### config.mk
export PLATFORM = sky130hd
export DESIGN_NAME = usbls_rx
export DESIGN_NICKNAME = d
export VERILOG_FILES = /design/src/rtl/usbls_pkg.sv /design/src/rtl/usbls_rx_datapath.sv /design/src/rtl/usbls_rx_ctrl.sv /design/src/rtl/usbls_rx.sv
export SDC_FILE = /design/constraint.sdc
export NUM_CORES = 1
export LEC_CHECK = 0
export ABC_CLOCK_PERIOD_IN_PS = 5880
export BUFFER_PORTS_ARGS = -buffer_cell sky130_fd_sc_hd__buf_4
export CORE_MARGIN = 2
export CORE_UTILIZATION = 53
export CTS_CLUSTER_DIAMETER = 120
export DETAILED_ROUTE_END_ITERATION = 10
export PLACE_DENSITY = 0.72
export SLEW_MARGIN = 5
export SYNTH_ARGS = -nofsm -noshare
export SYNTH_HDL_FRONTEND = slang
export SYNTH_HIERARCHICAL = 1
export SYNTH_SLANG_ARGS = --single-unit
export TNS_END_PERCENT = 1
### constraint.sdc
create_clock -name clk -period 5.88 [get_ports clk]
set_clock_uncertainty 0.15 [all_clocks]
set_input_delay 1.176 -clock clk [delete_from_list [all_inputs] [get_ports clk]]
set_output_delay 1.176 -clock clk [all_outputs]
set_load 0.05 [all_outputs]
### src/rtl/usbls_pkg.sv
package usbls_pkg;

  // Line level as {D+, D-}
  typedef enum logic [1:0] {
    LINE_SE0 = 2'b00,
    LINE_J   = 2'b01,
    LINE_K   = 2'b10,
    LINE_SE1 = 2'b11
  } lineState_t;

  // Control-to-datapath strobes
  typedef struct packed {
    logic lock;      // sync end found, clear packet state
    logic takeBit;   // shift the decoded bit into the byte
    logic dropBit;   // stuffed bit, only refresh the NRZI reference
    logic byteDone;  // eighth bit taken, publish the byte
    logic endPkt;    // SE0 seen, publish the count
    logic abortPkt;  // buffer full, flag overflow
  } rxStrobes_t;

  localparam int BYTE_BITS = 8;

endpackage

### src/rtl/usbls_rx_datapath.sv
module usbls_rx_datapath
  import usbls_pkg::*;
#(
  parameter int BUF_BYTES = 4,
  localparam int CNT_W = $clog2(BUF_BYTES + 1)
) (
  input  logic             clk,
  input  logic             rstN,
  input  logic             dPlus,
  input  logic             dMinus,
  input  rxStrobes_t       strobes,
  output lineState_t       lineNow,
  output logic             edgeJK,
  output logic             decodedOne,
  output logic             bufFull,
  output logic             byteValid,
  output logic [7:0]       byteData,
  output logic             pktDone,
  output logic [CNT_W-1:0] pktCount,
  output logic             overflow
);

  logic [1:0] metaPair;
  logic [1:0] linePair;
  logic [1:0] prevPair;
  logic       refLevel;
  logic [7:0] shiftReg;
  logic [CNT_W-1:0] byteCount;
  logic [7:0] nextShift;

  // Two-stage synchronizer; idle J at reset
  always_ff @(posedge clk or negedge rstN) begin
    if (!rstN) begin
      metaPair <= LINE_J;
      linePair <= LINE_J;
      prevPair <= LINE_J;
    end else begin
      metaPair <= {dPlus, dMinus};
      linePair <= metaPair;
      prevPair <= linePair;
    end
  end

  assign lineNow    = lineState_t'(linePair);
  assign edgeJK     = (prevPair == LINE_J) && (linePair == LINE_K);
  // Only D- takes part in decoding, so SE0 reads as a K level
  assign decodedOne = (linePair[0] == refLevel);
  assign bufFull    = (byteCount == CNT_W'(BUF_BYTES));
  assign nextShift  = {decodedOne, shiftReg[7:1]};

  always_ff @(posedge clk or negedge rstN) begin
    if (!rstN) begin
      refLevel  <= 1'b0;
      shiftReg  <= '0;
      byteCount <= '0;
      byteValid <= 1'b0;
      byteData  <= '0;
      pktDone   <= 1'b0;
      pktCount  <= '0;
      overflow  <= 1'b0;
    end else begin
      byteValid <= 1'b0;
      pktDone   <= 1'b0;
      if (strobes.lock) begin
        refLevel  <= 1'b0;
        shiftReg  <= '0;
        byteCount <= '0;
        overflow  <= 1'b0;
      end
      if (strobes.takeBit || strobes.dropBit) begin
        refLevel <= linePair[0];
      end
      if (strobes.takeBit) begin
        shiftReg <= nextShift;
      end
      if (strobes.byteDone) begin
        byteValid <= 1'b1;
        byteData  <= nextShift;
        byteCount <= byteCount + 1'b1;
      end
      if (strobes.endPkt) begin
        pktDone  <= 1'b1;
        pktCount <= byteCount;
      end
      if (strobes.abortPkt) begin
        overflow <= 1'b1;
      end
    end
  end

  // Bytes come at least a byte time apart, so the strobe is one cycle wide
  assert_byte_pulse_R4 : assert property (@(posedge clk) disable iff (!rstN)
    byteValid |=> !byteValid);

  assert_done_pulse_R6 : assert property (@(posedge clk) disable iff (!rstN)
    pktDone |=> !pktDone);

  assert_count_bound_R6 : assert property (@(posedge clk) disable iff (!rstN)
    pktDone |-> (pktCount <= CNT_W'(BUF_BYTES)));

  assert_no_done_after_overflow_R8 : assert property (@(posedge clk) disable iff (!rstN)
    overflow |-> !pktDone);

endmodule

### src/rtl/usbls_rx_ctrl.sv
module usbls_rx_ctrl
  import usbls_pkg::*;
#(
  parameter int BIT_CLKS  = 10,
  parameter int STUFF_RUN = 6
) (
  input  logic       clk,
  input  logic       rstN,
  input  lineState_t lineNow,
  input  logic       edgeJK,
  input  logic       decodedOne,
  input  logic       bufFull,
  output rxStrobes_t strobes
);

  localparam int HALF_BIT = BIT_CLKS / 2;
  localparam int SYNC_AT  = BIT_CLKS + HALF_BIT - 1;
  localparam int PH_W     = $clog2(SYNC_AT + 1);
  localparam int RUN_W    = $clog2(STUFF_RUN + 1);
  localparam int IDX_W    = $clog2(BYTE_BITS);

  typedef enum logic [1:0] {ST_HUNT, ST_SYNC, ST_DATA, ST_DRAIN} rxState_t;

  rxState_t         st, stNext;
  logic [PH_W-1:0]  phase;
  logic [IDX_W-1:0] bitIdx;
  logic [RUN_W-1:0] onesRun;
  logic             sampleNow;

  assign sampleNow = (phase == PH_W'(BIT_CLKS - 1));

  always_comb begin
    strobes = '0;
    stNext  = st;
    unique case (st)
      ST_HUNT: begin
        if (edgeJK) stNext = ST_SYNC;
      end
      ST_SYNC: begin
        if (phase == PH_W'(SYNC_AT)) begin
          if (lineNow == LINE_K) begin
            strobes.lock = 1'b1;
            stNext = ST_DATA;
          end else begin
            stNext = ST_HUNT;
          end
        end
      end
      ST_DATA: begin
        if (sampleNow) begin
          if ((lineNow == LINE_SE0) && (bitIdx != '0)) begin
            strobes.endPkt = 1'b1;
            stNext = ST_HUNT;
          end else if (onesRun == RUN_W'(STUFF_RUN)) begin
            strobes.dropBit = 1'b1;
          end else begin
            strobes.takeBit = 1'b1;
            if (bitIdx == IDX_W'(BYTE_BITS - 1)) begin
              if (bufFull) begin
                strobes.abortPkt = 1'b1;
                stNext = ST_DRAIN;
              end else begin
                strobes.byteDone = 1'b1;
              end
            end
          end
        end
      end
      ST_DRAIN: begin
        if (lineNow == LINE_SE0) stNext = ST_HUNT;
      end
      default: stNext = ST_HUNT;
    endcase
  end

  always_ff @(posedge clk or negedge rstN) begin
    if (!rstN) begin
      st      <= ST_HUNT;
      phase   <= '0;
      bitIdx  <= '0;
      onesRun <= '0;
    end else begin
      st <= stNext;
      if (stNext != st || st == ST_HUNT || st == ST_DRAIN || (st == ST_DATA && sampleNow)) begin
        phase <= '0;
      end else begin
        phase <= phase + 1'b1;
      end
      if (strobes.lock) begin
        bitIdx  <= '0;
        onesRun <= RUN_W'(1);
      end else if (strobes.dropBit) begin
        onesRun <= '0;
      end else if (strobes.takeBit) begin
        bitIdx  <= bitIdx + 1'b1;
        onesRun <= decodedOne ? onesRun + 1'b1 : '0;
      end
    end
  end

  // At most one bit action per sample
  assert_one_action_R5 : assert property (@(posedge clk) disable iff (!rstN)
    $onehot0({strobes.lock, strobes.takeBit, strobes.dropBit, strobes.endPkt}));

  // A stuffed bit never moves the byte position
  assert_drop_keeps_index_R5 : assert property (@(posedge clk) disable iff (!rstN)
    strobes.dropBit |=> $stable(bitIdx));

  // Lock only follows the sync sampling state
  assert_lock_after_edge_R9 : assert property (@(posedge clk) disable iff (!rstN)
    strobes.lock |-> (st == ST_SYNC) && (phase == PH_W'(SYNC_AT)));

endmodule

### src/rtl/usbls_rx.sv
module usbls_rx
  import usbls_pkg::*;
#(
  parameter int BIT_CLKS  = 10,
  parameter int STUFF_RUN = 6,
  parameter int BUF_BYTES = 4,
  localparam int CNT_W = $clog2(BUF_BYTES + 1)
) (
  input  logic             clk,
  input  logic             rstN,
  input  logic             dPlus,
  input  logic             dMinus,
  output logic             byteValid,
  output logic [7:0]       byteData,
  output logic             pktDone,
  output logic [CNT_W-1:0] pktCount,
  output logic             overflow
);

  rxStrobes_t strobes;
  lineState_t lineNow;
  logic       edgeJK;
  logic       decodedOne;
  logic       bufFull;

  usbls_rx_ctrl #(
    .BIT_CLKS (BIT_CLKS),
    .STUFF_RUN(STUFF_RUN)
  ) i_ctrl (
    .clk       (clk),
    .rstN      (rstN),
    .lineNow   (lineNow),
    .edgeJK    (edgeJK),
    .decodedOne(decodedOne),
    .bufFull   (bufFull),
    .strobes   (strobes)
  );

  usbls_rx_datapath #(
    .BUF_BYTES(BUF_BYTES)
  ) i_datapath (
    .clk       (clk),
    .rstN      (rstN),
    .dPlus     (dPlus),
    .dMinus    (dMinus),
    .strobes   (strobes),
    .lineNow   (lineNow),
    .edgeJK    (edgeJK),
    .decodedOne(decodedOne),
    .bufFull   (bufFull),
    .byteValid (byteValid),
    .byteData  (byteData),
    .pktDone   (pktDone),
    .pktCount  (pktCount),
    .overflow  (overflow)
  );

endmodule

# Yosys cells after proc, flatten, opt, wreduce, memory -nomap -nowiden
# Index checks and enable logic that the tools add are counted.
# W data, S select, Z words.
# classes
addsub	4
eq_ne	13
n_mux	43
reduce_logical	16
# ops
cell	n
$mux W3	10
$mux W1	18
$mux W2	9
$mux W8	2
$mux W5	2
$add A3 B1 Y3 const B	3
$eq A3 B3 Y1 const B	3
$eq A4 B4 Y1 const B	2
$pmux W2 S4	1
$reduce_bool A2 Y1	4
$eq A2 B2 Y1 const B	3
$reduce_bool A3 Y1	2
$add A4 B1 Y4 const B	1
$eq A2 B1 Y1 const B	2
$logic_not A2 Y1	2
$logic_or A1 B1 Y1	4
$mux W4	1
$logic_and A1 B1 Y1	3
$ne A2 B2 Y1	1
$ne A2 B2 Y1 const B	1
$reduce_and A2 Y1	1
$eq A1 B1 Y1	1
# totals
ff_bits	44

# Longest topological paths before layout
# depth
ltp_word	12
depth_mapped	8

# Hierarchy
# The synthesis kept the hierarchy.
# by_module_without_submodules
module	instances	cells_each	area_per_inst_um2	seq_area_each_um2
usbls_rx_datapath	1	80	1168.6	779.5
usbls_rx_ctrl	1	86	792.0	300.3

# Worst setup path before layout
# No wires, ideal clock.
# synth_path
kind	register -> register
from	register i_ctrl.phase[1]
to	register i_datapath.byteData[2]
setup_time_ps	125
t_arrival_ps	1937
t_required_ps	5605
setup_slack_ps	3668
path_stages_with_launch	8
n_path_buf	1
period_less_slack_ps	2212
cell_sequence	dfrtp_1 -> inv_1 -> ha_1 -> and3b_2 -> o2111a_1 -> and3b_1 -> buf_6 -> mux2_2
# synth_rtl
item	line_no	text
start, declared	usbls_rx_ctrl.sv:25	logic [PH_W-1:0] phase;
start signal, assigned	usbls_rx_ctrl.sv:87	phase <= phase + 1'b1;
end signal, assigned	usbls_rx_datapath.sv:78	byteData <= nextShift;
end, declared	usbls_rx_datapath.sv:17	output logic [7:0] byteData,

==> results.toml <==
[power]
peakVddDrop_mv = 0.144
p_int_uw = 490
power.share.clock = 0.358
swShare = 0.252
p_switching_uw = 165
seqPwrFrac = 0.523
power_density_mw_per_mm2 = 293
comb_power_share = 0.120
p_leak_nw = 1.09

[final_layout]
drive_above_1_share = 0.266
syn2layout_area_growth_pct = 14.2
layout.nets = 201
seq_area_mm2 = 0.00108
fillerInstances = 287
diodes = 0
finalInstanceArea_mm2 = 0.00224
fin_cells = 236
multiInputGateArea_um2 = 808

[worst_hold_path]
hold_start = "i_datapath/metaPair[1]$_DFF_PN0_"
hold_path_depth = 0
min_path_type = "reg -> reg"
worstHoldEndpoint = "i_datapath/lineNow[1]$_DFF_PN0_"

[yosys]
netlist_instances = 166
synth_edf_count = 0
ys_types = 42
synth.area.top_cells = "dfrtp_1 (51%), mux2_2 (6.9%), ha_1 (6.4%)"
yosys.area.top_type = "dfrtp_1"
yosysMostFrequentCell = "dfrtp_1"
syn-num-nets = 180
synth_top_area_share = 0.511
async_flop_share = 1.00
synth.yosys.seq_area_share = 0.551
ys_ff_latch = 43
syn_area_mm2 = 0.00196
yosys_warnings = 6
synthTopCellsByCount = "dfrtp_1 (40), nand2_1 (15), inv_1 (12), mux2_2 (12), nor2_1 (11)"
avgSynthCellArea_um2 = 11.8
yosys_most_used_dff = "dfrtp_1"

[sta]
setup_tns_ps = 0
timing.slew.headroom = 0.593
worst_slack_ps = 3100
worst_pin_slew_ps = 611
min_period_ps = 2780
hold_viol = 0
min_period_over_period = 0.473
finalSetupViolCount = 0
maxSlewViolCount = 0
rsz0062_at_grt = "no"
clock.fmax_mhz = 360

[setup_path]
reg2reg_setup_slack_ps = 3100
worstPathMaxFanout = 22
arrival_ps = 2810
path_class = "reg -> reg"
r2r-start = "i_ctrl/phase[1]$_DFF_PN0_"
cp-start-kind = "flop"
end_kind = "flop"
critPathRequiredTime_ps = 5910
rr_endpoint = "i_datapath/byteCount[0]$_DFFE_PN0P_"
rr_worst_depth = 7

[clock_network]
postCtsSetupBuffers = 0
cts_root_buf = "clkbuf_8"
cts_tree = "done"
numCtsBuffers = 5
cts-hold-fix-buffers = 0
clock_path_buffers = 2
clk_latency_ps = 290
cts-resized-gates = 0
cts.sinks = 43
clk_pin_slew_ps = 80
h-tree-depth = 2

[route]
firstDrtPassIters = 4
drt-initial-drc-count = 41
wl_per_cell_um = 14.7
drc = 0
vias_per_cell = 5.39
ant_nets = 0
vias = 1273
wirelength_um = 3470

[place]
routabilityCongestion = 0.827
place_area_mm2 = 0.00212
dpl.cell_count = 228
pre_cts_ws_ps = 3120
hpwlAfterDp_um = 2480
io_buffers = 17

[global_route]
grt_pass1_vias = 1345
grt_max_degree = 44
grt_pass1_wl_um = 6050
grt.overflow.total = 0
grt_usage = 0.190
grt_antenna_before_repair = 0

[outcome]
status = "finished clean"

[floorplan]
dieArea_mm2 = 0.00420
core_area_mm2 = 0.00361
start_util = 0.544
num_io_pins = 18
fp.dieW_um = 64.8
row_count = 22
dieHeight_um = 64.8

[run]
maxCapViolations = 0
==> layer usage <==
| layer | wire (um) | track usage |
|---|---|---|
| met1 | 1490 | 0.228 |
| met2 | 1810 | 0.336 |
| met3 | 113 | 0.0451 |
| met4 | 48 | 0.0638 |
| met5 | 0 | 0 |
==> layout make-up <==
type | count | area share
Tap cell | 48 | 0.0268
Clock inverter | 2 | 0.0157
Timing Repair Buffer | 17 | 0.0570
Multi-Input combinational cell | 108 | 0.361
Inverter | 12 | 0.0201
Clock buffer | 6 | 0.0369
Sequential cell | 43 | 0.482
==> through the flow <==
step | util | total power, mW | hold WS (ps)
2_1_floorplan | - | 0.400 | 181
4_1_cts | 0.621 | 0.664 | 214
3_3_place_gp | 0.588 | 0.418 | 183
6_report | 0.621 | 0.656 | 208
5_1_grt | 0.621 | 0.692 | 222
3_5_place_dp | 0.588 | 0.427 | 200
==> power groups by stage <==
| stage | sequential, mW | clock (mW) | combinational (mW) |
|---|---|---|---|
| final | 0.343 | 0.235 | 0.0784 |
| after global placement | 0.346 | 0 | 0.0727 |
| after floorplan | 0.341 | 0 | 0.0582 |
| after detailed placement | 0.348 | 0 | 0.0789 |
| after global routing | 0.348 | 0.252 | 0.0912 |
| after CTS | 0.343 | 0.241 | 0.0800 |
==> kinds of logic after synthesis <==
group | after synthesis | share of synthesized area
adder cells (fa/ha/maj) | 10 | 0.0638
AO/OA/AOI/OAI | 29 | 0.116
XOR/XNOR | 4 | 0.0179
buffers and inverters | 15 | 0.0370
multiplexers | 12 | 0.0689
AND/OR/NAND/NOR | 53 | 0.146
flip-flops | 43 | 0.551
==> worst max-delay path: stages, from the launching register on <==
cell	delay, ps
dfrtp_1	420
inv_1	70
ha_1	160
and3b_2	240
o2111a_1	600
and3b_1	600
nor2_1	120
mux2_2	290
==> placed cells by master (no fill, tap or decap), types with 2 or more instances in the layout <==
| cell | instances |
|---|---|
| a22o_2 | 2 |
| nor3_1 | 4 |
| nor2_1 | 11 |
| mux2_2 | 12 |
| a21o_1 | 2 |
| buf_4 | 17 |
| inv_1 | 12 |
| a21oi_1 | 2 |
| nand2b_1 | 6 |
| a41oi_1 | 2 |
| ha_1 | 10 |
| nand3b_1 | 2 |
| o21ai_0 | 10 |
| xnor2_1 | 2 |
| dfstp_2 | 3 |
| nand4b_1 | 2 |
| clkbuf_8 | 6 |
| nand2_1 | 15 |
| xor2_1 | 2 |
| dfrtp_1 | 40 |
| o31ai_1 | 3 |
==> state kept, by name (all words and copies together), names as in the netlist <==
name                  flops
i_datapath/byteData       8
i_datapath/shiftReg       7
i_ctrl/phase              4
i_ctrl/bitIdx             3
i_ctrl/onesRun            3
i_datapath/byteCount      3
i_datapath/pktCount       3
i_ctrl/st                 2
i_datapath/lineNow        2
i_datapath/metaPair       2
i_datapath/prevPair       2
i_datapath/byteValid      1
i_datapath/overflow       1
i_datapath/pktDone        1
i_datapath/refLevel       1
==> worst max-delay path by stage <==
stage	from	end	slack, ps	cells past startpoint
6_report	i_ctrl/phase[1]$_DFF_PN0_	i_datapath/byteCount[0]$_DFFE_PN0P_	3100	7
5_1_grt	i_ctrl/phase[1]$_DFF_PN0_	i_datapath/byteCount[0]$_DFFE_PN0P_	2850	7
4_1_cts	i_ctrl/phase[1]$_DFF_PN0_	i_datapath/byteCount[0]$_DFFE_PN0P_	3080	7
3_5_place_dp	i_ctrl/phase[1]$_DFF_PN0_	i_datapath/byteCount[0]$_DFFE_PN0P_	3120	7
3_3_place_gp	i_ctrl/phase[1]$_DFF_PN0_	i_datapath/byteCount[0]$_DFFE_PN0P_	3190	7
2_1_floorplan	i_ctrl/phase[1]$_DFF_PN0_	i_datapath/byteData[2]$_DFFE_PN0P_	3670	7
Power figures use the tool's default switching activity.
